--- src/rtl/coh_rd_pkg.sv ---
package coh_rd_pkg;
  localparam int DN_ID_W     = 5;
  localparam int DN_ADDR_W   = 40;
  localparam int DATA_W      = 128;
  localparam int DN_LEN_W    = 8;
  localparam int CHUNK_BEATS = 4;

  typedef logic [1:0] share_t;
  localparam share_t SHR_NONE  = 2'b00;
  localparam share_t SHR_INNER = 2'b01;
  localparam share_t SHR_OUTER = 2'b10;

  typedef enum logic [1:0] {
    ST_IDLE  = 2'd0,
    ST_ISSUE = 2'd1,
    ST_DRAIN = 2'd2
  } ctl_state_e;
endpackage

--- src/rtl/coh_rd_sideband.sv ---
module coh_rd_sideband import coh_rd_pkg::*; #(
  parameter logic [3:0] CACHE_MASK = 4'h0,
  parameter logic [3:0] CACHE_VAL  = 4'hF,
  parameter logic [2:0] PROT_MASK  = 3'h0,
  parameter logic [2:0] PROT_VAL   = 3'h2,
  parameter int         SHARE_TYPE = 3,
  parameter int         USER_W     = 2
) (
  input  logic [3:0]        in_cache,
  input  logic [2:0]        in_prot,
  input  logic [USER_W-1:0] in_user,
  output logic [3:0]        out_cache,
  output logic [2:0]        out_prot,
  output share_t            out_share
);
  logic [1:0] usr2;

  generate
    if (USER_W >= 2) begin : g_user_wide
      assign usr2 = in_user[1:0];
    end else begin : g_user_narrow
      assign usr2 = {1'b0, in_user[0]};
    end
  endgenerate

  // per-bit override selection
  generate
    for (genvar b = 0; b < 4; b++) begin : g_cache_bit
      assign out_cache[b] = CACHE_MASK[b] ? CACHE_VAL[b] : in_cache[b];
    end
    for (genvar b = 0; b < 3; b++) begin : g_prot_bit
      assign out_prot[b] = PROT_MASK[b] ? PROT_VAL[b] : in_prot[b];
    end
  endgenerate

  // shareability mapping, one variant per build
  generate
    if (SHARE_TYPE == 0) begin : g_sh_none
      assign out_share = SHR_NONE;
    end else if (SHARE_TYPE == 1) begin : g_sh_inner
      assign out_share = SHR_INNER;
    end else if (SHARE_TYPE == 2) begin : g_sh_outer
      assign out_share = SHR_OUTER;
    end else if (SHARE_TYPE == 3) begin : g_sh_two_bit
      assign out_share = usr2[1] ? SHR_OUTER : (usr2[0] ? SHR_INNER : SHR_NONE);
    end else if (SHARE_TYPE == 4) begin : g_sh_none_inner
      assign out_share = usr2[0] ? SHR_INNER : SHR_NONE;
    end else if (SHARE_TYPE == 5) begin : g_sh_none_outer
      assign out_share = usr2[0] ? SHR_OUTER : SHR_NONE;
    end else begin : g_sh_inner_outer
      assign out_share = usr2[0] ? SHR_OUTER : SHR_INNER;
    end
  endgenerate
endmodule

--- src/rtl/coh_rd_issue.sv ---
module coh_rd_issue import coh_rd_pkg::*; #(
  parameter int CNT_W = 9
) (
  input  logic                 clk,
  input  logic                 rst_n,
  input  logic                 accept,
  input  logic [DN_ADDR_W-1:0] start_addr,
  input  logic [CNT_W-1:0]     start_beats,
  input  logic                 burst_done,
  output logic                 idle,
  output logic                 dn_arvalid,
  input  logic                 dn_arready,
  output logic [DN_ADDR_W-1:0] dn_araddr,
  output logic [DN_LEN_W-1:0]  dn_arlen
);
  localparam logic [CNT_W-1:0]     STEP_BIG   = CNT_W'(CHUNK_BEATS);
  localparam logic [CNT_W-1:0]     STEP_ONE   = CNT_W'(1);
  localparam logic [DN_ADDR_W-1:0] BYTES_BIG  = DN_ADDR_W'(CHUNK_BEATS * 16);
  localparam logic [DN_ADDR_W-1:0] BYTES_ONE  = DN_ADDR_W'(16);

  ctl_state_e             state_q, state_d;
  logic [DN_ADDR_W-1:0]   addr_q, addr_d;
  logic [CNT_W-1:0]       rem_q, rem_d;
  logic                   use_big;
  logic [CNT_W-1:0]       step;
  logic                   state_en, path_en;

  assign use_big = (addr_q[5:4] == 2'b00) && (rem_q >= STEP_BIG);
  assign step    = use_big ? STEP_BIG : STEP_ONE;

  always_comb begin
    state_d = state_q;
    addr_d  = addr_q;
    rem_d   = rem_q;
    case (state_q)
      ST_IDLE: begin
        if (accept) begin
          state_d = ST_ISSUE;
          addr_d  = {start_addr[DN_ADDR_W-1:4], 4'b0000};
          rem_d   = start_beats;
        end
      end
      ST_ISSUE: begin
        if (dn_arready) begin
          addr_d = addr_q + (use_big ? BYTES_BIG : BYTES_ONE);
          rem_d  = rem_q - step;
          if (rem_q == step) state_d = ST_DRAIN;
        end
      end
      ST_DRAIN: begin
        if (burst_done) state_d = ST_IDLE;
      end
      default: state_d = ST_IDLE;
    endcase
  end

  assign state_en = (state_d != state_q);
  assign path_en  = ((state_q == ST_IDLE) && accept) || ((state_q == ST_ISSUE) && dn_arready);

  always_ff @(posedge clk or negedge rst_n) begin
    if (!rst_n) begin
      state_q <= ST_IDLE;
    end else if (state_en) begin
      state_q <= state_d;
    end
  end

  always_ff @(posedge clk or negedge rst_n) begin
    if (!rst_n) begin
      addr_q <= '0;
      rem_q  <= '0;
    end else if (path_en) begin
      addr_q <= addr_d;
      rem_q  <= rem_d;
    end
  end

  assign idle       = (state_q == ST_IDLE);
  assign dn_arvalid = (state_q == ST_ISSUE);
  assign dn_araddr  = addr_q;
  assign dn_arlen   = use_big ? DN_LEN_W'(CHUNK_BEATS - 1) : '0;

  // only the two legal read shapes leave the block
  assert_legal_shape_R1: assert property (@(posedge clk) disable iff (!rst_n)
    dn_arvalid |-> ((dn_arlen == 8'd3) && (dn_araddr[5:0] == 6'd0)) ||
                   ((dn_arlen == 8'd0) && (dn_araddr[3:0] == 4'd0)));

  // request held steady while stalled
  assert_ar_stable_R9: assert property (@(posedge clk) disable iff (!rst_n)
    (dn_arvalid && !dn_arready) |=> (dn_arvalid && $stable(dn_araddr) && $stable(dn_arlen)));
endmodule

--- src/rtl/coh_rd_merge.sv ---
module coh_rd_merge import coh_rd_pkg::*; #(
  parameter int ID_W  = 4,
  parameter int CNT_W = 9
) (
  input  logic              clk,
  input  logic              rst_n,
  input  logic              load,
  input  logic [CNT_W-1:0]  load_beats,
  input  logic [ID_W-1:0]   load_id,
  output logic [ID_W-1:0]   held_id,
  output logic              burst_done,
  input  logic [DATA_W-1:0] dn_rdata,
  input  logic [1:0]        dn_rresp,
  input  logic              dn_rlast,
  input  logic              dn_rvalid,
  output logic              dn_rready,
  output logic [ID_W-1:0]   up_rid,
  output logic [DATA_W-1:0] up_rdata,
  output logic [1:0]        up_rresp,
  output logic              up_rlast,
  output logic              up_rvalid,
  input  logic              up_rready
);
  logic [CNT_W-1:0] left_q, left_d;
  logic [ID_W-1:0]  id_q;
  logic             active, fire, left_en;

  assign active = (left_q != '0);
  assign fire   = up_rvalid && up_rready;

  always_comb begin
    left_d = left_q;
    if (load)      left_d = load_beats;
    else if (fire) left_d = left_q - CNT_W'(1);
  end

  assign left_en = load || fire;

  always_ff @(posedge clk or negedge rst_n) begin
    if (!rst_n) begin
      left_q <= '0;
    end else if (left_en) begin
      left_q <= left_d;
    end
  end

  always_ff @(posedge clk or negedge rst_n) begin
    if (!rst_n) begin
      id_q <= '0;
    end else if (load) begin
      id_q <= load_id;
    end
  end

  assign up_rvalid  = dn_rvalid && active;
  assign dn_rready  = up_rready && active;
  assign up_rlast   = (left_q == CNT_W'(1));
  assign up_rdata   = dn_rdata;
  assign up_rresp   = dn_rresp;
  assign up_rid     = id_q;
  assign held_id    = id_q;
  assign burst_done = fire && up_rlast;

  // final upstream beat coincides with the end of a port read
  assert_final_on_port_last_R7: assert property (@(posedge clk) disable iff (!rst_n)
    (fire && up_rlast) |-> dn_rlast);

  // no further beat is offered once the final one is taken
  assert_quiet_after_final_R7: assert property (@(posedge clk) disable iff (!rst_n)
    (fire && up_rlast) |=> !up_rvalid);
endmodule

--- src/rtl/coh_rd_splitter.sv ---
module coh_rd_splitter import coh_rd_pkg::*; #(
  parameter int         ID_W       = 4,
  parameter int         AW         = 40,
  parameter int         USER_W     = 2,
  parameter int         LEN_W      = 8,
  parameter logic [3:0] CACHE_MASK = 4'h0,
  parameter logic [3:0] CACHE_VAL  = 4'hF,
  parameter logic [2:0] PROT_MASK  = 3'h0,
  parameter logic [2:0] PROT_VAL   = 3'h2,
  parameter int         SHARE_TYPE = 3
) (
  input  logic               clk,
  input  logic               rst_n,
  input  logic [ID_W-1:0]    u_arid,
  input  logic [AW-1:0]      u_araddr,
  input  logic [LEN_W-1:0]   u_arlen,
  input  logic [3:0]         u_arcache,
  input  logic [2:0]         u_arprot,
  input  logic [USER_W-1:0]  u_aruser,
  input  logic               u_arvalid,
  output logic               u_arready,
  output logic [ID_W-1:0]    u_rid,
  output logic [127:0]       u_rdata,
  output logic [1:0]         u_rresp,
  output logic               u_rlast,
  output logic               u_rvalid,
  input  logic               u_rready,
  output logic [4:0]         d_arid,
  output logic [39:0]        d_araddr,
  output logic [7:0]         d_arlen,
  output logic [2:0]         d_arsize,
  output logic [1:0]         d_arburst,
  output logic [3:0]         d_arcache,
  output logic [2:0]         d_arprot,
  output logic [1:0]         d_aruser,
  output logic               d_arvalid,
  input  logic               d_arready,
  input  logic [4:0]         d_rid,
  input  logic [127:0]       d_rdata,
  input  logic [1:0]         d_rresp,
  input  logic               d_rlast,
  input  logic               d_rvalid,
  output logic               d_rready
);
  localparam int CNT_W = LEN_W + 1;

  logic                 accept, idle, burst_done;
  logic [CNT_W-1:0]     beats;
  logic [ID_W-1:0]      held_id;
  logic [3:0]           sb_cache, cache_q;
  logic [2:0]           sb_prot, prot_q;
  share_t               sb_share, share_q;

  assign u_arready = idle;
  assign accept    = u_arvalid && idle;
  assign beats     = {1'b0, u_arlen} + CNT_W'(1);

  coh_rd_sideband #(
    .CACHE_MASK (CACHE_MASK),
    .CACHE_VAL  (CACHE_VAL),
    .PROT_MASK  (PROT_MASK),
    .PROT_VAL   (PROT_VAL),
    .SHARE_TYPE (SHARE_TYPE),
    .USER_W     (USER_W)
  ) i_sideband (
    .in_cache  (u_arcache),
    .in_prot   (u_arprot),
    .in_user   (u_aruser),
    .out_cache (sb_cache),
    .out_prot  (sb_prot),
    .out_share (sb_share)
  );

  always_ff @(posedge clk or negedge rst_n) begin
    if (!rst_n) begin
      cache_q <= '0;
      prot_q  <= '0;
      share_q <= SHR_NONE;
    end else if (accept) begin
      cache_q <= sb_cache;
      prot_q  <= sb_prot;
      share_q <= sb_share;
    end
  end

  coh_rd_issue #(.CNT_W(CNT_W)) i_issue (
    .clk         (clk),
    .rst_n       (rst_n),
    .accept      (accept),
    .start_addr  (DN_ADDR_W'(u_araddr)),
    .start_beats (beats),
    .burst_done  (burst_done),
    .idle        (idle),
    .dn_arvalid  (d_arvalid),
    .dn_arready  (d_arready),
    .dn_araddr   (d_araddr),
    .dn_arlen    (d_arlen)
  );

  coh_rd_merge #(.ID_W(ID_W), .CNT_W(CNT_W)) i_merge (
    .clk        (clk),
    .rst_n      (rst_n),
    .load       (accept),
    .load_beats (beats),
    .load_id    (u_arid),
    .held_id    (held_id),
    .burst_done (burst_done),
    .dn_rdata   (d_rdata),
    .dn_rresp   (d_rresp),
    .dn_rlast   (d_rlast),
    .dn_rvalid  (d_rvalid),
    .dn_rready  (d_rready),
    .up_rid     (u_rid),
    .up_rdata   (u_rdata),
    .up_rresp   (u_rresp),
    .up_rlast   (u_rlast),
    .up_rvalid  (u_rvalid),
    .up_rready  (u_rready)
  );

  assign d_arid    = DN_ID_W'(held_id);
  assign d_arsize  = 3'd4;
  assign d_arburst = 2'b01;
  assign d_arcache = cache_q;
  assign d_arprot  = prot_q;
  assign d_aruser  = share_q;

  // reserved shareability code never issued
  assert_share_legal_R5: assert property (@(posedge clk) disable iff (!rst_n)
    d_arvalid |-> (d_aruser != 2'b11));

  // returning beats belong to the burst in progress
  assert_rid_match_R6: assert property (@(posedge clk) disable iff (!rst_n)
    u_rvalid |-> (d_rid == d_arid));

  // busy right after acceptance, free right after the final beat
  assert_busy_after_accept_R8: assert property (@(posedge clk) disable iff (!rst_n)
    (u_arvalid && u_arready) |=> !u_arready);
  assert_free_after_final_R8: assert property (@(posedge clk) disable iff (!rst_n)
    (u_rvalid && u_rready && u_rlast) |=> u_arready);
endmodule

--- config.mk ---
export PLATFORM = sky130hd
export DESIGN_NAME = coh_rd_splitter
export DESIGN_NICKNAME = d
export VERILOG_FILES = /design/src/rtl/coh_rd_pkg.sv /design/src/rtl/coh_rd_sideband.sv /design/src/rtl/coh_rd_issue.sv /design/src/rtl/coh_rd_merge.sv /design/src/rtl/coh_rd_splitter.sv
export SDC_FILE = /design/constraint.sdc
export NUM_CORES = 1
export LEC_CHECK = 0
export BUFFER_PORTS_ARGS = -buffer_cell sky130_fd_sc_hd__buf_4
export CORE_AREA = 2 2 160 162
export DETAILED_ROUTE_END_ITERATION = 8
export DIE_AREA = 0 0 162 164
export PLACE_DENSITY_LB_ADDON = 0.1
export SLEW_MARGIN = 20
export SYNTH_ARGS = -nofsm -noshare
export SYNTH_HDL_FRONTEND = slang
export SYNTH_HIERARCHICAL = 1
export SYNTH_SLANG_ARGS = --single-unit
--- constraint.sdc ---
create_clock -name clk -period 5.62 [get_ports clk]
set_input_delay 0.281 -clock clk [delete_from_list [all_inputs] [get_ports clk]]
set_output_delay 0.281 -clock clk [all_outputs]
set_load 0.01 [all_outputs]
[Yosys cells after proc, flatten, opt, wreduce, memory -nomap -nowiden]
Index checks and enable logic that the tools add are counted.
Word-level totals
  register bits: 73
  bits in latches: 0
  bits in writable memories: 0
  bits in read-only memories: 0
  bits of input ports: 203
  output and inout port bits: 206
  logic and storage cells: 55
  memories: 0
Cells by class
  $add $sub $neg: 4
  $mul: 0
  div/mod/pow operators: 0
  $lt $le $gt $ge: 1
  equality and inequality tests: 7
  shifts and indexed selects: 0
  muxes and demuxes: 18
  bitwise operators: 0
  reduce and logical (&&, ||, !) cells: 17
Operator list (count)
  40-bit 2-to-1 mux: 2
  40-bit case mux with 2 select lines: 1
  40-bit adder: 1
  9-bit 2-to-1 mux: 4
  9-bit case mux with 2 select lines: 1
  2-bit 2-to-1 mux: 6
  8-bit by 1-bit adder with 9-bit output, second input constant: 1
  9-bit by 1-bit == test with 1-bit output, second input constant: 1
  9-bit == test: 1
  9-bit by 3-bit greater-or-equal comparator with 1-bit output, second input constant: 1
  9-bit nonzero test: 1
  9-bit by 1-bit subtractor with 9-bit output, second input constant: 1
  9-bit subtractor: 1
  1-bit logical AND: 8
  7-bit 2-to-1 mux: 1
  2-bit case mux with 3 select lines: 1
  2-bit zero test: 2
  2-bit by 1-bit inequality test with 1-bit output, second input constant: 2
  4-bit AND reduction: 1
  2-bit nonzero test: 2
  3-bit 2-to-1 mux: 1
  2-bit by 1-bit == test with 1-bit output, second input constant: 1
  2-bit == test, second input constant: 1
  1-bit logical OR: 2
  3 further kinds: 3

[Longest topological paths before layout]
  word-level depth: 8
  mapped depth: 11
  gate-level depth less buffers: 10

[By module]
The synthesis kept the hierarchy.
Modules (own cells, without submodules)
  coh_rd_issue: times used 1, cells each 407, area each 3318.2 um^2, seq. area each 1176.1 um^2
  coh_rd_merge: times used 1, cells each 218, area each 1830.5 um^2, seq. area each 325.3 um^2
  coh_rd_splitter: times used 1, cells each 46, area each 510.5 um^2, seq. area each 225.2 um^2
  coh_rd_sideband: times used 1, cells each 9, area each 73.8 um^2, seq. area each 0.0 um^2

[Worst setup path after synthesis]
Ideal clock, no wire load.
  path type: register to register
  from: register i_issue.rem_q[5]
  to: register i_issue.addr_q[38], in the netlist i_issue/dn_araddr[38]
  library setup time: 0.126 ns
  arrival time: 3.080 ns
  data required time: 5.494 ns
  setup slack: 2.413 ns
  cell stages (with the launch flop): 12
  buffers on the path: 1
  clock period less this slack: 3.207 ns
  cells stage by stage: dfrtp_1 or3_1 or4_1 o21ai_0 inv_1 ha_1 a21o_1 and4_1 buf_4 nand4_1 mux2i_1 a311o_1
On the way
  longest elaborated chain between the ends: 6
RTL lines
  from (decl): line coh_rd_issue.sv:23  | logic [CNT_W-1:0] rem_q, rem_d;
  from (signal assigned): line coh_rd_issue.sv:74  | rem_q <= rem_d;
  9-bit by 3-bit greater-or-equal comparator with 1-bit output: line coh_rd_issue.sv:28  | assign use_big = (addr_q[5:4] == 2'b00) && (rem_q >= STEP_BIG);
  1-bit logical AND: line coh_rd_issue.sv:28
  net i_issue.use_big: line coh_rd_issue.sv:24  | logic use_big;
  7-bit 2-to-1 mux: line coh_rd_issue.sv:45  | addr_d = addr_q + (use_big ? BYTES_BIG : BYTES_ONE);
  40-bit adder: line coh_rd_issue.sv:45
  40-bit 2-to-1 mux: line coh_rd_issue.sv:44  | if (dn_arready) begin
  40-bit case mux with 2 select lines: line coh_rd_issue.sv:35  | case (state_q)
  to (signal assigned): line coh_rd_issue.sv:73  | addr_q <= addr_d;
  to (decl): line coh_rd_issue.sv:22  | logic [DN_ADDR_W-1:0] addr_q, addr_d;
The timed path passes the listed nets, and every way through them passes these cells. The select of a mux whose other input is x is not followed.
A chain may end at the register's enable or synchronous reset.

[Final worst setup path]
  from: register i_issue.rem_q[5]
  to: register i_issue.addr_q[38], in the netlist i_issue/dn_araddr[38]
On the way
  longest elaborated chain between the ends: 6
RTL lines (line)
  9-bit by 3-bit greater-or-equal comparator with 1-bit output: coh_rd_issue.sv:28
  1-bit logical AND: coh_rd_issue.sv:28
  7-bit 2-to-1 mux: coh_rd_issue.sv:45
  40-bit adder: coh_rd_issue.sv:45
  40-bit 2-to-1 mux: coh_rd_issue.sv:44
  40-bit case mux with 2 select lines: coh_rd_issue.sv:35
No other way between the ends. The select of a mux whose other input is x is not followed.

==> results.py <==
metrics = {
    "status": {
        "outcome": "complete, no violations",
    },
    "sta": {
        "finalClockSkew_ns": 0.00781,
        "finalCriticalPeriod_ns": 4.10,
        "slew_headroom_pct": 33.1,
        "setup_ws_ns": 1.52,
        "finalMaxSlewViolations": 0,
        "fin_hold_ws_ns": 0.179,
        "worst_slew_pin_slew_ns": 1.00,
        "fmax_mhz": 244,
        "tns_ns": 0,
        "rsz0062_at_grt": "no",
        "hold_viol": 0,
        "finalCritPeriodShare_pct": 73.0,
        "timing.final.setup_violations": 0,
    },
    "setup_path": {
        "cp_num_buf_inv": 1,
        "arrival_ns": 4.31,
        "required_ns": 5.83,
        "critical_path_class": "flip-flop to flip-flop",
        "crit_chain": "or3_1 -> or4_1 -> o21ai_0 -> inv_1 -> ha_1 -> a21o_1 -> and4_1 -> nand4_1 -> mux2i_1 -> a311o_1",
        "cp_max_fo": 7,
        "crit_path_max_incr_delay_ns": 0.52,
        "crit_path_end_kind": "flip-flop",
        "crit_slowest_cell": "o21ai_0",
        "regToRegStartpoint": "i_issue/rem_q[5]$_DFFE_PN0P_",
        "startpoint": "i_issue/rem_q[5]$_DFFE_PN0P_",
        "cp_top_family": "simple AND/OR/NAND/NOR gates",
        "crit_path_start_kind": "flip-flop",
    },
    "floorplanning": {
        "dieArea_sq_mm": 0.0266,
        "die-width_um": 162,
        "die_y_um": 164,
        "core_area_sq_mm": 0.0248,
        "ios": 409,
        "rows": 58,
        "start_util_pct": 23.1,
    },
    "power": {
        "swShare_pct": 44.5,
        "p_int_w": 0.00182,
        "p_comb_share_pct": 50.9,
        "power_frac_seq_pct": 32.1,
        "power.switching_w": 0.00146,
        "clkPwrFrac_pct": 17.0,
        "power_density_mw_per_mm2": 533,
        "power.leakage_nw": 2.63,
        "peakVddDrop_v": 0.000139,
    },
    "clock_network": {
        "cts-hold-fix-buffers": 1,
        "clk_latency_ns": 0.34,
        "root_buffer": "clkbuf_16",
        "ctsHtreeMaxLevel": 3,
        "post_cts_buffers": 0,
        "cts-resized-gates": 0,
        "cts_buffers": 9,
        "cts.path.max_buffers": 2,
        "clkTransAtPathRegs_ns": 0.06,
        "clock_sinks": 69,
        "cts_tree": "yes",
    },
    "hold_path": {
        "hp-class": "primary input to flip-flop",
        "worstHoldStart": "u_arcache[1]",
    },
    "detailed_routing": {
        "num_vias": 4674,
        "drt-total-wl_um": 17500,
        "drt-initial-drc-count": 263,
        "ant_nets": 0,
        "drcViolationCount": 0,
        "routedWlPerCell_um": 17.9,
        "vias_per_cell": 4.77,
        "dr.pass1.iters": 6,
    },
    "layout": {
        "nets": 859,
        "syn_to_final_growth_pct": 6.96,
        "layout_common_cells": "buf_4 (130), dfrtp_1 (69), nor2_1 (46)",
        "drive_gt1_share_pct": 28.0,
        "fin_area_sq_mm": 0.00613,
        "instances_no_fill": 980,
        "mostFrequentLayoutCell": "buf_4",
    },
    "synthesis": {
        "synth_top_family_by_area": "buffers and inverters",
        "synth_edf_count": 0,
        "yosysWarnings": 6,
        "async_reset_ff_share_pct": 100,
        "synthXorXnorAreaFrac_pct": 1.07,
        "ys_ff_latch": 69,
        "synth-main-ff-cell": "dfrtp_1",
        "synth_mux_area_share_pct": 3.08,
        "synth_compound_area_share_pct": 17.8,
        "ys_seq_area_share_pct": 30.1,
        "synthSimpleGateAreaFrac_pct": 20.1,
        "synthDistinctLibCells": 78,
        "syn_avg_cell_area_sq_um": 8.43,
        "synth-adder-area-share_pct": 2.40,
        "synth_area_sq_mm": 0.00573,
        "syn_inst": 680,
    },
    "placement": {
        "placed_area_sq_mm": 0.00583,
        "io_buffers": 122,
        "dp_cells": 963,
        "hpwl_um": 12600,
        "gp_congestion": 0.770,
        "pre_cts_ws_ns": 1.50,
    },
    "global_route": {
        "grt_max_degree": 53,
        "grt_antenna_before_repair": 1,
        "grtUsageTotal_pct": 13.1,
        "grt_first_pass_wirelength_um": 27000,
        "grt-ovfl-total": 0,
        "grt_pass1_vias": 4592,
    },
    "run": {
        "maxCapViolCount": 0,
    },
}
metal layers:
metal	GRT usage (%)	part of all wire [%]	vias up
met5	0	0	-
met4	5.79	2.9	0
li1	-	-	2187
met1	15.8	42	2233
met2	21.2	47	179
met3	4.24	8.1	75
power by group through the flow:
| stage | Combinational [W] | Sequential (W) | Clock (W) |
|---|---|---|---|
| final | 0.00166 | 0.00105 | 0.000557 |
| after global placement | 0.00167 | 0.00105 | 0 |
| after global routing | 0.00186 | 0.00110 | 0.000608 |
| after CTS | 0.00169 | 0.00105 | 0.000590 |
| after detailed placement | 0.00168 | 0.00105 | 0 |
| after floorplan | 0.00115 | 0.00103 | 0 |
per-stage QoR:
step                      power [W]  utilization (%)
after floorplan             0.00218                -
after global placement      0.00271             23.5
after detailed placement    0.00273             23.5
after CTS                   0.00333             24.7
after global routing        0.00357             24.7
final                       0.00327             24.7
Yosys cell counts, types with 4 or more instances:
library cell	n	area, sq um
a21oi_1	38	190
a22oi_1	8	60.1
a2bb2oi_1	11	96.3
a31oi_1	9	56.3
and2_1	8	50.1
and3_1	8	50.1
and4_1	5	43.8
buf_2	10	50.1
buf_4	163	1220
clkbuf_1	13	48.8
dfrtp_1	69	1730
ha_1	11	138
inv_1	25	93.8
mux2_2	13	146
nand2_1	45	169
nand2b_1	5	31.3
nand3_1	17	85.1
nand4_1	16	100
nor2_1	46	173
nor3_1	9	45.0
nor4_1	7	43.8
o211ai_1	5	37.5
o21ai_0	35	175
o22ai_1	13	81.3
or3_1	5	31.3
or4_1	5	37.5
xnor2_1	4	35.0
worst paths after layout:
| kind | endpoint | depth (start not counted) | slack, ns |
|---|---|---|---|
| setup / recovery | i_issue/dn_araddr[38]$_DFFE_PN0P_ | 10 | 1.52 |
| hold reg to reg | i_issue/rem_q[8]$_DFFE_PN0P_ | 1 | 0.51 |
| min in group asynchronous | i_merge/left_q[8]$_DFFE_PN0P_ | 2 | 0.35 |
| setup reg to reg | i_issue/dn_araddr[38]$_DFFE_PN0P_ | 10 | 1.52 |
| max in group asynchronous | i_issue/state_q[1]$_DFFE_PN0P_ | 3 | 4.21 |
| hold / removal | d_arcache[1]$_DFFE_PN0P_ | 2 | 0.18 |
logic make-up (layout without fill, tap and decap cells):
kind of cell             count (synthesis)  in the layout
AO/OA/AOI/OAI                          156            156
XOR/XNOR                                 7              7
adder cells (fa/ha/maj)                 11             11
buffers and inverters                  216            172
flip-flops                              69             69
multiplexers                            16             16
other                                    3             17
AND/OR/NAND/NOR                        202            202
layout make-up:
cell class	count	area [sq um]
Fill cell	2749	18700
Multi-Input combinational cell	408	2630
Sequential cell	69	1730
Timing Repair Buffer	131	986
Tap cell	330	413
Clock buffer	14	274
Inverter	26	97.6
Clock inverter	1	5.00
Antenna cell	1	2.50
registers in the layout (all words and copies together) (netlist names):
| signal | flops |
|---|---|
| i_issue/rem_q | 9 |
| i_merge/left_q | 9 |
| d_arprot | 3 |
| i_issue/state_q | 2 |
| i_issue/dn_araddr | 36 |
| d_aruser | 2 |
| i_merge/held_id | 4 |
| d_arcache | 4 |
Note: power is estimated with default switching activity, not from simulation.
